`src/rtl/psramChkPkg.sv`:
```
package psramChkPkg;

  localparam int NUM_ERR = 5;

  localparam int ERR_PWRUP   = 0;
  localparam int ERR_SHORTWR = 1;
  localparam int ERR_LONGWR  = 2;
  localparam int ERR_ADDRCYC = 3;
  localparam int ERR_BUSY    = 4;

  typedef enum logic [1:0] {
    ST_UNINIT  = 2'd0,
    ST_STANDBY = 2'd1,
    ST_READ    = 2'd2,
    ST_WRITE   = 2'd3
  } memStateT;

  // Strobes from the bus decoder to the rule datapath
  typedef struct packed {
    logic inWindow;  // power-up deselect window still open
    logic sel;       // chip selected
    logic selCont;   // selected this cycle and the previous one
    logic addrChg;   // address differs from previous cycle
    logic wr;        // write overlap active
  } busStrobeT;

endpackage

```
`src/rtl/psramSyncStage.sv`:
```
module psramSyncStage #(
  parameter int WIDTH = 8,
  parameter int DEPTH = 2,
  parameter logic [WIDTH-1:0] RST_VAL = '0
) (
  input  logic             clk,
  input  logic             rstN,
  input  logic [WIDTH-1:0] din,
  output logic [WIDTH-1:0] dout
);

  logic [WIDTH-1:0] pipe [DEPTH];

  generate
    for (genvar stg = 0; stg < DEPTH; stg++) begin : gStage
      if (stg == 0) begin : gFirst
        always_ff @(posedge clk) begin
          if (!rstN) pipe[stg] <= RST_VAL;
          else       pipe[stg] <= din;
        end
      end else begin : gNext
        always_ff @(posedge clk) begin
          if (!rstN) pipe[stg] <= RST_VAL;
          else       pipe[stg] <= pipe[stg-1];
        end
      end
    end
  endgenerate

  assign dout = pipe[DEPTH-1];

endmodule

```
`src/rtl/psramBusDecode.sv`:
```
module psramBusDecode
  import psramChkPkg::*;
#(
  parameter int ADDR_W     = 19,
  parameter int PWRUP_CYC  = 12500,
  parameter int SYNC_DEPTH = 2
) (
  input  logic              clk,
  input  logic              rstN,
  input  logic              sSelLoN,
  input  logic              sSelHi,
  input  logic              sWrEnN,
  input  logic              sLoByteN,
  input  logic              sHiByteN,
  input  logic [ADDR_W-1:0] sAddr,
  output busStrobeT         strobe,
  output memStateT          memState
);

  // Synchronised samples lag by SYNC_DEPTH, so the window is stretched to match
  localparam int WIN_CYC = PWRUP_CYC + SYNC_DEPTH;
  localparam int PU_W    = $clog2(WIN_CYC + 1);
  localparam logic [PU_W-1:0] WIN_END = PU_W'(WIN_CYC);

  logic [PU_W-1:0]   puCnt;
  logic              prevSel;
  logic [ADDR_W-1:0] prevAddr;
  logic              sel, act, wr, inWindow;

  assign inWindow = (puCnt != WIN_END);
  assign sel      = !sSelLoN && sSelHi;
  assign act      = sel && (!sLoByteN || !sHiByteN);
  assign wr       = act && !sWrEnN;

  always_ff @(posedge clk) begin
    if (!rstN) begin
      puCnt    <= '0;
      prevSel  <= 1'b0;
      prevAddr <= '0;
      memState <= ST_UNINIT;
    end else begin
      if (inWindow) puCnt <= puCnt + 1'b1;
      prevSel  <= sel;
      prevAddr <= sAddr;
      if (inWindow)  memState <= ST_UNINIT;
      else if (wr)   memState <= ST_WRITE;
      else if (act)  memState <= ST_READ;
      else           memState <= ST_STANDBY;
    end
  end

  always_comb begin
    strobe.inWindow = inWindow;
    strobe.sel      = sel;
    strobe.selCont  = sel && prevSel;
    strobe.addrChg  = (sAddr != prevAddr);
    strobe.wr       = wr;
  end

endmodule

```
`src/rtl/psramRuleDp.sv`:
```
module psramRuleDp
  import psramChkPkg::*;
#(
  parameter int MIN_WR_CYC   = 12,
  parameter int MAX_WR_CYC   = 3750,
  parameter int MIN_ADDR_CYC = 14,
  parameter int MAX_BUSY_CYC = 3750,
  parameter int MIN_GAP_CYC  = 2
) (
  input  logic               clk,
  input  logic               rstN,
  input  busStrobeT          strobe,
  input  logic [NUM_ERR-1:0] clrErr,
  output logic [NUM_ERR-1:0] errFlags,
  output logic [NUM_ERR-1:0] errPulse,
  output logic [2:0]         firstErr
);

  localparam int WR_W  = $clog2(MAX_WR_CYC + 2);
  localparam int AG_W  = $clog2(MIN_ADDR_CYC + 1);
  localparam int BZ_W  = $clog2(MAX_BUSY_CYC + 2);
  localparam int GP_W  = $clog2(MIN_GAP_CYC + 1);
  localparam logic [WR_W-1:0] WR_MIN  = WR_W'(MIN_WR_CYC);
  localparam logic [WR_W-1:0] WR_MAX  = WR_W'(MAX_WR_CYC);
  localparam logic [WR_W-1:0] WR_SAT  = WR_W'(MAX_WR_CYC + 1);
  localparam logic [AG_W-1:0] AG_MIN  = AG_W'(MIN_ADDR_CYC);
  localparam logic [BZ_W-1:0] BZ_MAX  = BZ_W'(MAX_BUSY_CYC);
  localparam logic [BZ_W-1:0] BZ_SAT  = BZ_W'(MAX_BUSY_CYC + 1);
  localparam logic [GP_W-1:0] GP_MIN  = GP_W'(MIN_GAP_CYC);

  logic [WR_W-1:0]    wrLen;
  logic [AG_W-1:0]    addrAge;
  logic [BZ_W-1:0]    busyLen;
  logic [GP_W-1:0]    gapLen;
  logic               gapDone, busyInc, ageRestart;
  logic [NUM_ERR-1:0] ev, remain;

  function automatic logic [2:0] encFirst(input logic [NUM_ERR-1:0] v);
    encFirst = '0;
    for (int i = NUM_ERR - 1; i >= 0; i--)
      if (v[i]) encFirst = 3'(i + 1);
  endfunction

  assign gapDone    = !strobe.wr && ((gapLen + 1'b1) >= GP_MIN);
  assign busyInc    = !gapDone && (strobe.wr || busyLen != '0);
  assign ageRestart = strobe.sel && (!strobe.selCont || strobe.addrChg);

  always_comb begin
    ev = '0;
    ev[ERR_PWRUP]   = strobe.inWindow && strobe.sel;
    ev[ERR_SHORTWR] = !strobe.wr && wrLen != '0 && wrLen < WR_MIN;
    ev[ERR_LONGWR]  = strobe.wr && wrLen == WR_MAX;
    ev[ERR_ADDRCYC] = strobe.selCont && strobe.addrChg && addrAge < AG_MIN;
    ev[ERR_BUSY]    = busyInc && busyLen == BZ_MAX;
  end

  assign remain = errFlags & ~clrErr;

  always_ff @(posedge clk) begin
    if (!rstN) begin
      wrLen    <= '0;
      addrAge  <= '0;
      busyLen  <= '0;
      gapLen   <= '0;
      errFlags <= '0;
      errPulse <= '0;
      firstErr <= '0;
    end else begin
      if (!strobe.wr)          wrLen <= '0;
      else if (wrLen != WR_SAT) wrLen <= wrLen + 1'b1;

      if (ageRestart)                         addrAge <= AG_W'(1);
      else if (strobe.sel && addrAge < AG_MIN) addrAge <= addrAge + 1'b1;

      if (strobe.wr)          gapLen <= '0;
      else if (gapLen < GP_MIN) gapLen <= gapLen + 1'b1;

      if (gapDone)                       busyLen <= '0;
      else if (busyInc && busyLen != BZ_SAT) busyLen <= busyLen + 1'b1;

      errPulse <= ev;
      errFlags <= remain | ev;
      if (remain == '0) firstErr <= (ev != '0) ? encFirst(ev) : 3'd0;
    end
  end

endmodule

```
`src/rtl/psramBusChecker.sv`:
```
module psramBusChecker
  import psramChkPkg::*;
#(
  parameter int ADDR_W       = 19,
  parameter int SYNC_DEPTH   = 2,
  parameter int PWRUP_CYC    = 12500,
  parameter int MIN_WR_CYC   = 12,
  parameter int MAX_WR_CYC   = 3750,
  parameter int MIN_ADDR_CYC = 14,
  parameter int MAX_BUSY_CYC = 3750,
  parameter int MIN_GAP_CYC  = 2
) (
  input  logic              clk,
  input  logic              rstN,
  input  logic              selLoN,
  input  logic              selHi,
  input  logic              wrEnN,
  input  logic              loByteN,
  input  logic              hiByteN,
  input  logic [ADDR_W-1:0] wordAddr,
  input  logic [4:0]        clrErr,
  output logic [4:0]        errFlags,
  output logic [4:0]        errPulse,
  output logic [2:0]        firstErr,
  output logic [1:0]        memState
);

  localparam int BUS_W = ADDR_W + 5;
  localparam logic [BUS_W-1:0] BUS_IDLE = {5'b10111, {ADDR_W{1'b0}}};

  logic [BUS_W-1:0]  syncBus;
  logic              sSelLoN, sSelHi, sWrEnN, sLoByteN, sHiByteN;
  logic [ADDR_W-1:0] sAddr;
  busStrobeT         strobe;
  memStateT          stateInt;

  psramSyncStage #(.WIDTH(BUS_W), .DEPTH(SYNC_DEPTH), .RST_VAL(BUS_IDLE)) uSync (
    .clk (clk),
    .rstN(rstN),
    .din ({selLoN, selHi, wrEnN, loByteN, hiByteN, wordAddr}),
    .dout(syncBus)
  );

  assign {sSelLoN, sSelHi, sWrEnN, sLoByteN, sHiByteN, sAddr} = syncBus;

  psramBusDecode #(.ADDR_W(ADDR_W), .PWRUP_CYC(PWRUP_CYC), .SYNC_DEPTH(SYNC_DEPTH)) uDecode (
    .clk     (clk),
    .rstN    (rstN),
    .sSelLoN (sSelLoN),
    .sSelHi  (sSelHi),
    .sWrEnN  (sWrEnN),
    .sLoByteN(sLoByteN),
    .sHiByteN(sHiByteN),
    .sAddr   (sAddr),
    .strobe  (strobe),
    .memState(stateInt)
  );

  psramRuleDp #(
    .MIN_WR_CYC  (MIN_WR_CYC),
    .MAX_WR_CYC  (MAX_WR_CYC),
    .MIN_ADDR_CYC(MIN_ADDR_CYC),
    .MAX_BUSY_CYC(MAX_BUSY_CYC),
    .MIN_GAP_CYC (MIN_GAP_CYC)
  ) uRules (
    .clk     (clk),
    .rstN    (rstN),
    .strobe  (strobe),
    .clrErr  (clrErr),
    .errFlags(errFlags),
    .errPulse(errPulse),
    .firstErr(firstErr)
  );

  assign memState = stateInt;

endmodule

```
`config.mk`:
```
export PLATFORM = sky130hd
export DESIGN_NAME = psramBusChecker
export DESIGN_NICKNAME = d
export VERILOG_FILES = /design/src/rtl/psramChkPkg.sv /design/src/rtl/psramSyncStage.sv /design/src/rtl/psramBusDecode.sv /design/src/rtl/psramRuleDp.sv /design/src/rtl/psramBusChecker.sv
export SDC_FILE = /design/constraint.sdc
export NUM_CORES = 1
export LEC_CHECK = 0
export ABC_AREA = 1
export BUFFER_PORTS_ARGS = -buffer_cell sky130_fd_sc_hd__clkbuf_2
export CORE_ASPECT_RATIO = 1.5
export CORE_UTILIZATION = 45
export CTS_BUF_LIST = sky130_fd_sc_hd__clkbuf_4
export DETAILED_ROUTE_END_ITERATION = 16
export GPL_TIMING_DRIVEN = 0
export HOLD_SLACK_MARGIN = 0.03
export SLEW_MARGIN = 20
export SYNTH_ARGS = -nofsm -noshare
export SYNTH_HDL_FRONTEND = slang
export SYNTH_SLANG_ARGS = --single-unit
```
`constraint.sdc`:
```
create_clock -name clk -period 2.7 [get_ports clk]
set_input_delay 0.405 -clock clk [delete_from_list [all_inputs] [get_ports clk]]
set_output_delay 0.405 -clock clk [all_outputs]
set_load 0.005 [all_outputs]
```
After elaboration in Yosys (flattened, before gate mapping)
Memories as Yosys holds them, arrays and structs flattened.
Cells that the tools add are included.
Operators by class
  add/sub/neg operators: 5
  multipliers: 0
  divide/modulo/power cells: 0
  magnitude comparators: 4
  eq/ne operators: 6
  shift-type cells: 0
  mux-type cells: 14
  bitwise logic cells: 6
  reductions and logical operators: 36
Operator list (count)
  24-bit two-way mux: 2
  12-bit by 1-bit adder with 12-bit output (second input constant): 2
  12-bit == test (second input constant): 2
  12-bit != test (second input constant): 2
  12-bit nonzero test: 2
  19-bit != test: 1
  3-bit two-way mux: 6
  1-bit logical AND: 16
  14-bit by 1-bit adder with 14-bit output (second input constant): 1
  14-bit != test (second input constant): 1
  12-bit by 4-bit < comparator with 1-bit output (second input constant): 1
  2-bit OR reduction: 4
  1-bit logical NOT: 7
  5-bit bitwise AND: 1
  5-bit logical NOT: 1
  5-bit inverter: 1
  5-bit bitwise OR: 1
  5-bit nonzero test: 1
  4-bit by 1-bit adder with 4-bit output (second input constant): 1
  4-bit < comparator (second input constant): 1
  1-bit two-way mux: 4
  2-bit two-way mux: 2
  1-bit logical OR: 3
  2-bit by 1-bit adder with 2-bit output (second input constant): 1
  6 further kinds: 7
Word-level totals
  register bits: 79
  latch bits: 0
  RAM bits: 48
  bits in read-only memories: 0
  input port bits: 31
  output and inout bits: 15
  logic and storage cells: 84
  memories: 1
Memory list
  uSync.pipe: depth 2, bits a word 24, rd ports 2, clocked after Yosys merged registers in 0, wr ports 2, line psramSyncStage.sv:12  | logic [WIDTH-1:0] pipe [DEPTH];

Logic depth before layout (Yosys ltp)
Gate-level depths: netlist of run 1.
An unclocked memory read counts as a cell.
  word-level depth: 16
  depth in mapped cells: 14
  depth with buffers taken out: 14

Cells and area by module
From an unflattened synthesis of run 1, not the netlist that was laid out.
Second synthesis, totals
  cell total of the unflattened synthesis: 741
  area, all modules: 5316.3 µm²
Modules (own cells, without submodules)
  psramRuleDp: times used 1, cells each 312, area an instance 2163.3 µm², seq. area each 860.8 µm²
  psramBusDecode: times used 1, cells each 280, area an instance 1791.7 µm², seq. area each 720.7 µm²
  psramSyncStage: times used 1, cells each 149, area an instance 1361.3 µm², seq. area each 960.9 µm²

Least setup slack after synthesis of run 1
OpenSTA, ideal clock, no wires.
  path kind: flip-flop to flip-flop
  start point: register uDecode.puCnt[0]
  end point: register uDecode.puCnt[2]
  library setup time: 132 ps
  arrival time: 1335 ps
  data required time: 2568 ps
  slack: 1233 ps
  stages on the path, launching flop included: 8
  path buffers: 0
  clock period less this slack: 1467 ps
  path through: dfxtp_1 -> inv_1 -> ha_1 -> nand3_1 -> nor4_4 -> inv_1 -> a21oi_1 -> nor3_1
On the way
  word-level cells in the longest chain between the ends: 1
  elaborated cells on any way between the ends: 2
  classes of those cells: add/sub (1); eq/ne (1)
Ends and longest elaborated chain
  start: declaration: line psramBusDecode.sv:25  | logic [PU_W-1:0] puCnt;
  start signal: assignment: line psramBusDecode.sv:42  | if (inWindow) puCnt <= puCnt + 1'b1;
  14-bit by 1-bit adder with 14-bit output or 14-bit != test (tied branches): line psramBusDecode.sv:42, psramBusDecode.sv:30
Several ways; a longest one is shown, not always the timed one.
A chain may end at the register's enable or synchronous reset.

==> metrics.txt, run 1 <==
synthesized area a little over 5000 um^2; Seq/Total Area, Yosys 0.4963; RD Place Congestion between 0.8 and 0.9; Seq. cell area 2542 um^2; initial core utilization 0.4633; met2 WL roughly 5200 um; height of the die 132.7 um; Top Layer Used met4; CP startpoint kind register; post-synth top area cell dfxtp_1; largest cells by area after synthesis dfxtp_1 50%, nand2_1 12%, inv_1 10%; number of post-CTS setup repair buffers 0; sw frac 0.2279; Setup crit start uSync.pipe[1][23]; RSZ-0062 raised after global routing false; Cells after Synth 683; drt total wl between 10000 and 15000 um; clock slew at reported path FFs about 110 ps; hold path startpoint wordAddr[3]; Hold Slack about 80 ps; clk root buf clkbuf_4; LEAKAGE approximately 2.8 nW; final period utilization 0.6655; Pins Over Slew Limit 0; vias in the first global route between 4000 and 5000; Final Hold Fails 0; #FFs+latches synth 127; met3 routed WL roughly 370 um; Power Internal 2.733 mW; Multi-input gate area 1977 um^2; first-pass GRT wire length approximately 17000 um; setup TNS 0 ps; Vias roughly 4300; CP required about 3100 ps; antenna violations before repair 1; CP cell instances inv_1 -> nand2_2 -> a21oi_4 -> nand2_2 -> nor2_1 -> inv_1 -> nand2_1 -> inv_2 -> a211oi_1; Slew @ Worst Pin 570.4 ps; H-tree depth 4; post-DP HPWL about 7300 um; most common cell in the synthesized netlist nand2_1; Vias/cell about 4.6; first-iteration detailed-routing DRC count between 100 and 150; CP Capture Type register; post-route minimum period between 1500 and 2000 ps; CP arrival 2240 ps; status finished clean; fraction of registers with async set or reset after synthesis 0; # DRC 0; Layout Nets between 800 and 900; final design utilization 0.5452; Slew headroom 0.6197; area share of the largest cell type after synthesis 0.4963; R2R Path Start uSync.pipe[1][23]; Worst VDD drop ~0.32 mV; PostCTS Resize Cnt 0; pin count of the biggest net entering global routing 17; MaxCap Viol Count 0; CP Max Fanout 9; Core Rows 47; Buf/Inv on CP 3; Clock power frac 0.397; R2R Setup Slk ~900 ps; later-pin clock latency in the skew report 520 ps; Die Wd between 80 and 90 um; Flop pwr share 0.549; NetSw a little over 0.8 mW; CTS tree done; CP peak stage delay around 310 ps; # setup viols final 0; Antenna Nets Post-Route 0; CTS Buf Count 17; Synth Area per Inst 7.500 um^2; filler instances between 1000 and 1500; grt total ovfl 0; IO Pins 46; Layout area overhead 17.66%; synth cell count leaders 169 x nand2_1, 143 x inv_1, 127 x dfxtp_1; hold_buf cts 18; Max Buffers Root-to-Sink 2; combinational share of power 0.053; drt pass-1 iters 5; FMAX 556.6 MHz; Slowest cell on crit path dfxtp_1; area of the die between 10000 and 15000 um^2; Syn Nets slightly above 700; Layout Skew roughly 18 ps; kind of critical path reg2reg; metal1 wirelength 4345 um; overall routing resource usage 0.1857; Power Dens Cells approximately 600 nW/um^2; worst hold-check path type in2reg; CORE AREA 11060 um^2; synth warn 0; Distinct cells, synth 37; Top delay family on crit path simple AND/OR/NAND/NOR gates; port bufs between 40 and 50; Sink Count around 130; EDFF count, synth 0; Synth Flop Type dfxtp_1; proportion of layout cells with a drive suffix above 1 0.1350; drt wl/cell between 10 and 15 um
[power groups by stage]
stage | Sequential (mW) | Clock [mW] | Combinational (mW)
finish | 1.94 | 1.41 | 0.189
floorplan | 1.98 | 0 | 0.116
global route | 1.95 | 1.53 | 0.220
detailed placement | 1.99 | 0 | 0.170
CTS | 1.94 | 1.45 | 0.191
global placement | 1.99 | 0 | 0.165
[flip-flops by register name, indices dropped and copies added, names as in the netlist]
name and flops:
uRules.addrAge 4, uRules.wrLen 12, uDecode.memState 2, uRules.firstErr 3, uRules.gapLen 2, uRules.errPulse 5, uRules.busyLen 12, uRules.errFlags 5
uSync.pipe 48, uDecode.puCnt 14, uDecode.prevSel 1, uDecode.prevAddr 19
[area by class of cell]
class / instances / area share
Antenna cell: 1 / 0.0004152
Tap cell: 147 / 0.03052
Timing Repair Buffer: 63 / 0.06809
Buffer: 12 / 0.007681
Inverter: 148 / 0.09238
Clock inverter: 14 / 0.02865
Sequential cell: 127 / 0.4218
Clock buffer: 18 / 0.02242
Multi-Input combinational cell: 396 / 0.3280
[cells by family after synthesis]
kind of cell               share of synthesized area
xor gates and xnor gates                     0.01881
AOI/OAI and AO/OA                            0.07890
buffers and inverters                         0.1177
adders and majority gates                    0.02198
and+or+nand+nor                               0.2662
DFF                                           0.4963
[worst register-to-register path, stage by stage (launching register included)]
cell,delay [ps]
dfxtp_1,310
inv_1,60
nand2_2,110
a21oi_4,170
nand2_2,140
nor2_1,300
inv_1,100
nand2_1,180
inv_2,140
a211oi_1,230
[metal layers]
metal | up-vias | GRT usage
met4 | 0 | 0.06614
met2 | 78 | 0.3376
li1 | 2259 | -
met3 | 9 | 0.05802
met5 | - | 0
met1 | 1945 | 0.1947
[through the flow]
stage          total power [mW]  instances  setup WS [ps]  instance area (um^2)
3_5_place_dp              2.158        874          737.4                  5527
3_3_place_gp              2.151        874          781.1                  5527
2_1_floorplan             2.099        683           1233                  5122
4_1_cts                   3.589        924          842.7                  6015
6_report                  3.539        926          903.2                  6027
5_1_grt                   3.705        926          712.7                  6027
[cell usage in the layout (no fill, tap or decap), drive strengths merged, types with 12 or more instances in the layout]
cell and n:
a21oi 46, nand2 173, nand4 12, dfxtp 127, nor3 23, nor2 49
dlygate4sd3 19, inv 147, o21ai 20, nand3 25, clkbuf 73
[path summary, 6_finish.rpt]
check / endpoint / cells after the start
worst max-delay path: uRules.busyLen[1] / 9
worst min-delay path: uSync.pipe[0][3] / 3
worst max register to register: uRules.busyLen[1] / 9
worst min register to register: uSync.pipe[1][13] / 2
Note: power is estimated with default switching activity, not from simulation.
==> run 2, diff against run 1 <==
Settings changed: ABC_AREA 1 to 0, PLACE_DENSITY set to 0.66.
Clock period 2.7 ns to 1.65 ns, I/O delays scaled along.
==> run 2 against run 1 <==
The run now ends with negative setup slack left. Sequential share of layout area rose by 2.3 points. Critical endpoint is now uRules.busyLen[3]. Sequential power up 64%. Clock power up 28%. Die area is 9.6% lower. Cell area decreased by 4.8%. Clock skew grew 8.6 ps. Non-clock buffer count rose by 15. Largest cell class unchanged. Global-route usage shrank 0.77 points. Power grew 50%.
==> metrics.txt, run 2 <==
clk root buf clkbuf_4 (unchanged); kind of critical path reg2reg (unchanged); later-pin clock latency in the skew report 520 ps (about the same); final non-filler cell area 5738 um^2 (was 6027 um^2); CP Max Fanout 5 (was 9); # DRC 0 (unchanged); height of the die 126.1 um (was 132.7 um); post-place setup slack -353.9 ps (was 737.4 ps); Syn Nets 503 (was 723); NetSw 1.255 mW (was 0.8066 mW); RSZ-0062 raised after global routing true (was false); first-pass GRT wire length 14790 um (was 16980 um); CP required 2050 ps (was 3140 ps); RD Place Congestion 0.7892 (was 0.8768); clock slew at reported path FFs 100 ps (was 110 ps); antenna violations before repair 0 (was 1); synth cell count leaders 127 x dfxtp_1, 61 x and2_1, 52 x nor2_1 (was 169 x nand2_1, 143 x inv_1, 127 x dfxtp_1); pin count of the biggest net entering global routing 17 (unchanged); Layout Nets 600 (was 805); EDFF count, synth 0 (unchanged); Seq/Total Area, Yosys 0.5504 (was 0.4963); fraction of registers with async set or reset after synthesis 0 (unchanged); Setup crit start uRules.busyLen[0] (was uSync.pipe[1][23]); CP cell instances inv_4 -> ha_4 -> or4b_4 -> o31ai_4 -> a22oi_2 -> nand4_1 -> xor2_1 -> nor2_1 (was inv_1 -> nand2_2 -> a21oi_4 -> nand2_2 -> nor2_1 -> inv_1 -> nand2_1 -> inv_2 -> a211oi_1); Layout area overhead 24.21% (was 17.66%); H-tree depth 4 (unchanged); Sink Count 127 (unchanged); post-route minimum period 1928 ps (was 1797 ps); grt total ovfl 0 (unchanged); drt pass-1 iters 7 (was 5); Pins Over Slew Limit 0 (unchanged); Antenna Nets Post-Route 0 (unchanged); Slew @ Worst Pin 479.5 ps (was 570.4 ps); largest reg by FF count uSync.pipe (unchanged); CORE AREA 9854 um^2 (was 11060 um^2); Largest register FFs 48 (unchanged); Top Registers uSync.pipe x48, uDecode.prevAddr x19, uDecode.puCnt x14 (unchanged); CTS tree done (unchanged); Layout Skew 26.16 ps (was 17.56 ps); post-synth top area cell dfxtp_1 (unchanged); Worst VDD drop 0.4766 mV (was 0.3217 mV); #FFs+latches synth 127 (unchanged); Slowest cell on crit path or4b_4 (was dfxtp_1); Flop pwr share 0.600 (was 0.549); hold path startpoint clrErr[2] (was wordAddr[3]); vias in the first global route 3444 (was 4089); Synth Area per Inst 9.977 um^2 (was 7.500 um^2); CP startpoint kind register (unchanged); Distinct cells, synth 42 (was 37); area share of the largest cell type after synthesis 0.5504 (was 0.4963); LEAKAGE 2.251 nW (was 2.824 nW); Vias/cell 4.872 (was 4.634); CP peak stage delay 460 ps (was 310 ps); CP arrival 2330 ps (was 2240 ps); R2R Path Start uRules.busyLen[0] (was uSync.pipe[1][23]); overall routing resource usage 0.1780 (was 0.1857); FMAX 518.7 MHz (was 556.6 MHz); CTS Buf Count 17 (unchanged); Hold Slack 79.18 ps (was 80.94 ps); IO Pins 46 (unchanged); worst hold-check path type in2reg (unchanged); area of the die 10680 um^2 (was 11820 um^2); # setup viols final 20 (was 0); status complete, but fails checks (was finished clean); Cells after Synth 463 (was 683); most common cell in the synthesized netlist dfxtp_1 (was nand2_1); port bufs 45 (was 44); Synth Flop Type dfxtp_1 (unchanged); proportion of layout cells with a drive suffix above 1 0.2080 (was 0.1350); drt wl/cell 12.58 um (was 10.88 um); initial core utilization 0.4688 (was 0.4633); Power Internal 4.058 mW (was 2.733 mW); Clock power frac 0.342 (was 0.397); MaxCap Viol Count 0 (unchanged); combinational share of power 0.058 (was 0.053); setup slack after layout -277.9 ps (was 903.2 ps); Vias 3347 (was 4291); failing checks negative setup slack; first-iteration detailed-routing DRC count 99 (was 134); synth warn 0 (unchanged); Core Rows 44 (was 47); sw frac 0.2362 (was 0.2279); commonest non-fill, non-tap cells in the layout 123 x dfxtp_1, 61 x and2_1, 50 x nor2_1, 47 x clkbuf_2, 27 x dlygate4sd3_1 (was 169 x nand2_1, 143 x inv_1, 127 x dfxtp_1, 45 x nor2_1, 45 x a21oi_1); Slew headroom 0.6803 (was 0.6197); Die Wd 84.73 um (was 89.12 um); synthesized area 4619 um^2 (was 5122 um^2); filler instances 877 (was 1114); Max Buffers Root-to-Sink 2 (unchanged); commonest non-fill, non-tap cell in the layout dfxtp_1 (was nand2_1); final period utilization 1.168 (was 0.6655); Placed Instance Area 5029 um^2 (was 5527 um^2); largest cells by area after synthesis dfxtp_1 55%, and2_1 8.3%, xor2_1 4.9% (was dfxtp_1 50%, nand2_1 12%, inv_1 10%); Final Hold Fails 0 (unchanged); CP Capture Type register (unchanged); final design utilization 0.5823 (was 0.5452); Power Dens Cells 925.8 nW/um^2 (was 587.3 nW/um^2); drt total wl 8644 um (was 10080 um); antenna cell count 0 (was 1); post-DP HPWL 6007 um (was 7283 um)
[run 2: cell count changes in the layout (fill, tap and decap cells not counted), moves of 9 or more]
cell / before / now
or2_2: 9 / 0
and2_1: 1 / 61
o21ai_0: 18 / 4
inv_1: 143 / 7
nand2b_1: 0 / 11
nor3_1: 19 / 6
nand2_1: 169 / 22
a21oi_1: 45 / 11
xor2_1: 5 / 26
xnor2_1: 6 / 22
[run 2: repair_timing]
| item | CTS | global route |
|---|---|---|
| gates resized for setup | 14 | 21 |
| endpoints found under the hold margin | 27 | 0 |
| pin swaps | 14 | 13 |
| hold buffers | 27 | 0 |
| setup endpoints to repair | 32 | 35 |
| setup buffers | 5 | 1 |
[run 2: path summary, 6_finish.rpt]
kind                                            to  slack (ps)  cells after the start
worst max-delay path             uRules.busyLen[3]        -280                      8
worst min-delay path            uRules.errFlags[2]          80                      3
worst max register to register   uRules.busyLen[3]        -280                      8
worst min register to register   uSync.pipe[1][19]         420                      1
[run 2: cells by family (layout without fill, tap and decap cells)]
group           count (synthesis)  in the layout  share of synthesized area
mux                             2              2                   0.004334
simple gates                  217            217                     0.2562
fa+ha+maj                       9              9                    0.02438
compound gates                 36             36                    0.05092
buf+inv                        21            130                    0.01706
flops                         127            127                     0.5504
xor+xnor                       51             51                    0.09670
[run 2: cell type report]
cell class / instances / area (um^2) / share of cell area
plain buffers: 12 / 47.55 / 0.008286
repair buffers: 78 / 548.0 / 0.09551
multi-input cells: 315 / 2167 / 0.3777
clock buffers: 19 / 142.6 / 0.02486
well taps: 115 / 143.9 / 0.02508
inverters: 9 / 38.79 / 0.006760
clock inverters: 12 / 97.59 / 0.01701
flip-flops and latches: 127 / 2552 / 0.4448
[run 2: power by group through the flow]
stage	sequential, mW	combinational (mW)	clock, mW
after floorplan	3.25	0.162	0
after global placement	3.26	0.239	0
after detailed placement	3.26	0.245	0
after CTS	3.19	0.307	1.88
after global routing	3.20	0.343	2.04
final	3.19	0.309	1.81
[run 2: layer usage]
metal	track usage	routed length, um
met5	0	0
met4	0.09671	248
met3	0.05308	305
met2	0.3089	4293
met1	0.1927	3796
[run 2: stage by stage]
step	std cells	power (mW)	TNS, ps
after floorplan	463	3.412	-1132
after global placement	623	3.496	-3623
after detailed placement	623	3.505	-4090
after CTS	686	5.376	-3492
after global routing	687	5.580	-5480
final	687	5.312	-3687
[run 2: worst max-delay path, delay by kind of cell (launching register included)]
family	cells	cell delay [ps]
simple gates	3	640
compound gates	2	480
flops	1	370
xor+xnor	1	150
fa+ha+maj	1	110
buf+inv	1	60
==> run 3, diff against run 2 <==
Settings changed: CELL_PAD_IN_SITES_DETAIL_PLACEMENT set to 1, CELL_PAD_IN_SITES_GLOBAL_PLACEMENT set to 1, CORE_UTILIZATION 45 to 43, PLACE_DENSITY 0.66 to unset, PLACE_DENSITY_LB_ADDON set to 0.1.
==> run 3 against run 2 <==
The flow still finishes with violations (negative setup slack). Via count increased by 4.3%. Global-route usage increased by 2.4 points. Die area increased by 4.6%. Largest power group unchanged.
==> metrics.txt, run 3 (synthesized netlist as in run 2, its figures left out) <==
status complete, but fails checks (unchanged); failing checks negative setup slack (unchanged); # setup viols final 20 (unchanged); Slowest cell on crit path or4b_4 (unchanged); port bufs 45 (unchanged); commonest non-fill, non-tap cells in the layout 116 x dfxtp_1, 61 x and2_1, 46 x nor2_1, 46 x clkbuf_2, 29 x dlygate4sd3_1 (was 123 x dfxtp_1, 61 x and2_1, 50 x nor2_1, 47 x clkbuf_2, 27 x dlygate4sd3_1); MaxCap Viol Count 0 (unchanged); Seq. cell area 2564 um^2 (was 2552 um^2); CP cell instances or4b_4 -> and4bb_4 -> nor2_4 -> nor3b_2 -> o21a_1 -> a2111oi_2 (was inv_4 -> ha_4 -> or4b_4 -> o31ai_4 -> a22oi_2 -> nand4_1 -> xor2_1 -> nor2_1); CP arrival 2330 ps (about the same); first-iteration detailed-routing DRC count 70 (was 99); Placed Instance Area 5065 um^2 (was 5029 um^2); Largest register FFs 48 (unchanged); CORE AREA 10530 um^2 (was 9854 um^2); Sink Count 127 (unchanged); vias in the first global route 3663 (was 3444); area of the die 11170 um^2 (was 10680 um^2); CTS tree done (unchanged); first-pass GRT wire length 16940 um (was 14790 um); Antenna Nets Post-Route 0 (unchanged); CTS Buf Count 17 (unchanged); antenna violations before repair 1 (was 0); commonest non-fill, non-tap cell in the layout dfxtp_1 (unchanged); # DRC 0 (unchanged); Final Hold Fails 0 (unchanged); post-DP HPWL 6952 um (was 6007 um); drt total wl 10450 um (was 8644 um); met2 WL 5804 um (was 4293 um); Top Layer Used met4 (unchanged); clock slew at reported path FFs 120 ps (was 100 ps); IO Pins 46 (unchanged); filler instances 1213 (was 877); CP startpoint kind register (unchanged); Multi-input gate area 2235 um^2 (was 2167 um^2); Worst VDD drop 0.5735 mV (was 0.4766 mV); Layout area overhead 30.06% (was 24.21%); overall routing resource usage 0.2018 (was 0.1780); H-tree depth 4 (unchanged); pin count of the biggest net entering global routing 17 (unchanged); Layout Nets 606 (was 600); initial core utilization 0.4386 (was 0.4688); setup slack after layout -279.3 ps (was -277.9 ps); proportion of layout cells with a drive suffix above 1 0.2522 (was 0.2080); Pwr Total 6.033 mW (was 5.312 mW); Pins Over Slew Limit 0 (unchanged); hold path depth 3 (unchanged); Max Buffers Root-to-Sink 2 (unchanged); Slew headroom 0.5694 (was 0.6803); drt pass-1 iters 6 (was 7); largest reg by FF count uSync.pipe (unchanged); CP required 2050 ps (about the same); Layout Skew 17.78 ps (was 26.16 ps); CP peak stage delay 540 ps (was 460 ps); grt total ovfl 0 (unchanged); final non-filler cell area 6008 um^2 (was 5738 um^2); kind of critical path reg2reg (unchanged); LEAKAGE 2.322 nW (was 2.251 nW); Reg2Reg Depth 6 (was 8); worst hold-check path type in2reg (unchanged); post-route minimum period 1929 ps (was 1928 ps); Vias 3492 (was 3347); Slew @ Worst Pin 645.9 ps (was 479.5 ps); height of the die 128.9 um (was 126.1 um); CP Capture Type register (unchanged); Core Rows 46 (was 44); FMAX 518.3 MHz (was 518.7 MHz); drt wl/cell 14.43 um (was 12.58 um); CP Max Fanout 3 (was 5); met3 routed WL 240 um (was 305 um); clk root buf clkbuf_4 (unchanged); Top Registers uSync.pipe x48, uDecode.prevAddr x19, uDecode.puCnt x14 (unchanged); RSZ-0062 raised after global routing true (unchanged); Power Dens Cells 1004 nW/um^2 (was 925.8 nW/um^2); final period utilization 1.169 (was 1.168); later-pin clock latency in the skew report 520 ps (about the same); Hold Slack 148.5 ps (was 79.18 ps); Vias/cell 4.823 (was 4.872); metal1 wirelength 4249 um (was 3796 um); RD Place Congestion 0.7444 (was 0.7892); setup TNS -3367 ps (was -3687 ps); Die Wd 86.63 um (was 84.73 um)
[run 3: power breakdown]
part	leakage, nW	internal (mW)	switching [mW]
clock	0.167	1.35	1.17
combinational	1.11	0.167	0.159
sequential	1.04	3.14	0.0466
total	2.32	4.66	1.38
[run 3: area by class of cell]
cell class,count,area share
flip-flops and latches,127,0.4267
repair buffers,84,0.09954
clock inverters,15,0.03644
inverters,9,0.006039
clock buffers,17,0.02124
multi-input cells,315,0.3719
well taps,144,0.02999
plain buffers,12,0.007705
diodes,1,0.0004165
[run 3: worst paths after layout]
| kind | end | from | slack (ps) |
|---|---|---|---|
| max | uRules.firstErr[0] | uDecode.puCnt[9] | -280 |
| min | uRules.busyLen[0] | rstN | 150 |
| max reg2reg | uRules.firstErr[0] | uDecode.puCnt[9] | -280 |
| min reg2reg | uSync.pipe[1][19] | uSync.pipe[0][19] | 420 |
[run 3: worst max-delay path, delay by kind of cell (launching register included)]
family	cells	cell delay, ps
simple gates	4	1210
flops	1	370
compound gates	2	230
[run 3: per-layer routing]
layer / GRT usage / up-vias
met5: 0 / -
met4: 0.07059 / 0
met3: 0.05901 / 13
met2: 0.3800 / 35
met1: 0.2096 / 1698
li1: - / 1746
[run 3: repair_timing]
action                                 in CTS  in global routing
hold buffers                               29                  0
setup endpoints to repair                  37                 34
setup buffers                               9                  2
endpoints found under the hold margin      29                  0
pin swaps                                  17                 16
gates resized for setup                    23                 36
[run 3: stage by stage]
stage	cells	setup WS (ps)	utilization
final	724	-279.3	0.5704
after global placement	652	-358.1	0.4809
after floorplan	463	-135.7	-
after global routing	724	-375.0	0.5704
after detailed placement	652	-361.5	0.4809
after CTS	722	-269.0	0.5563
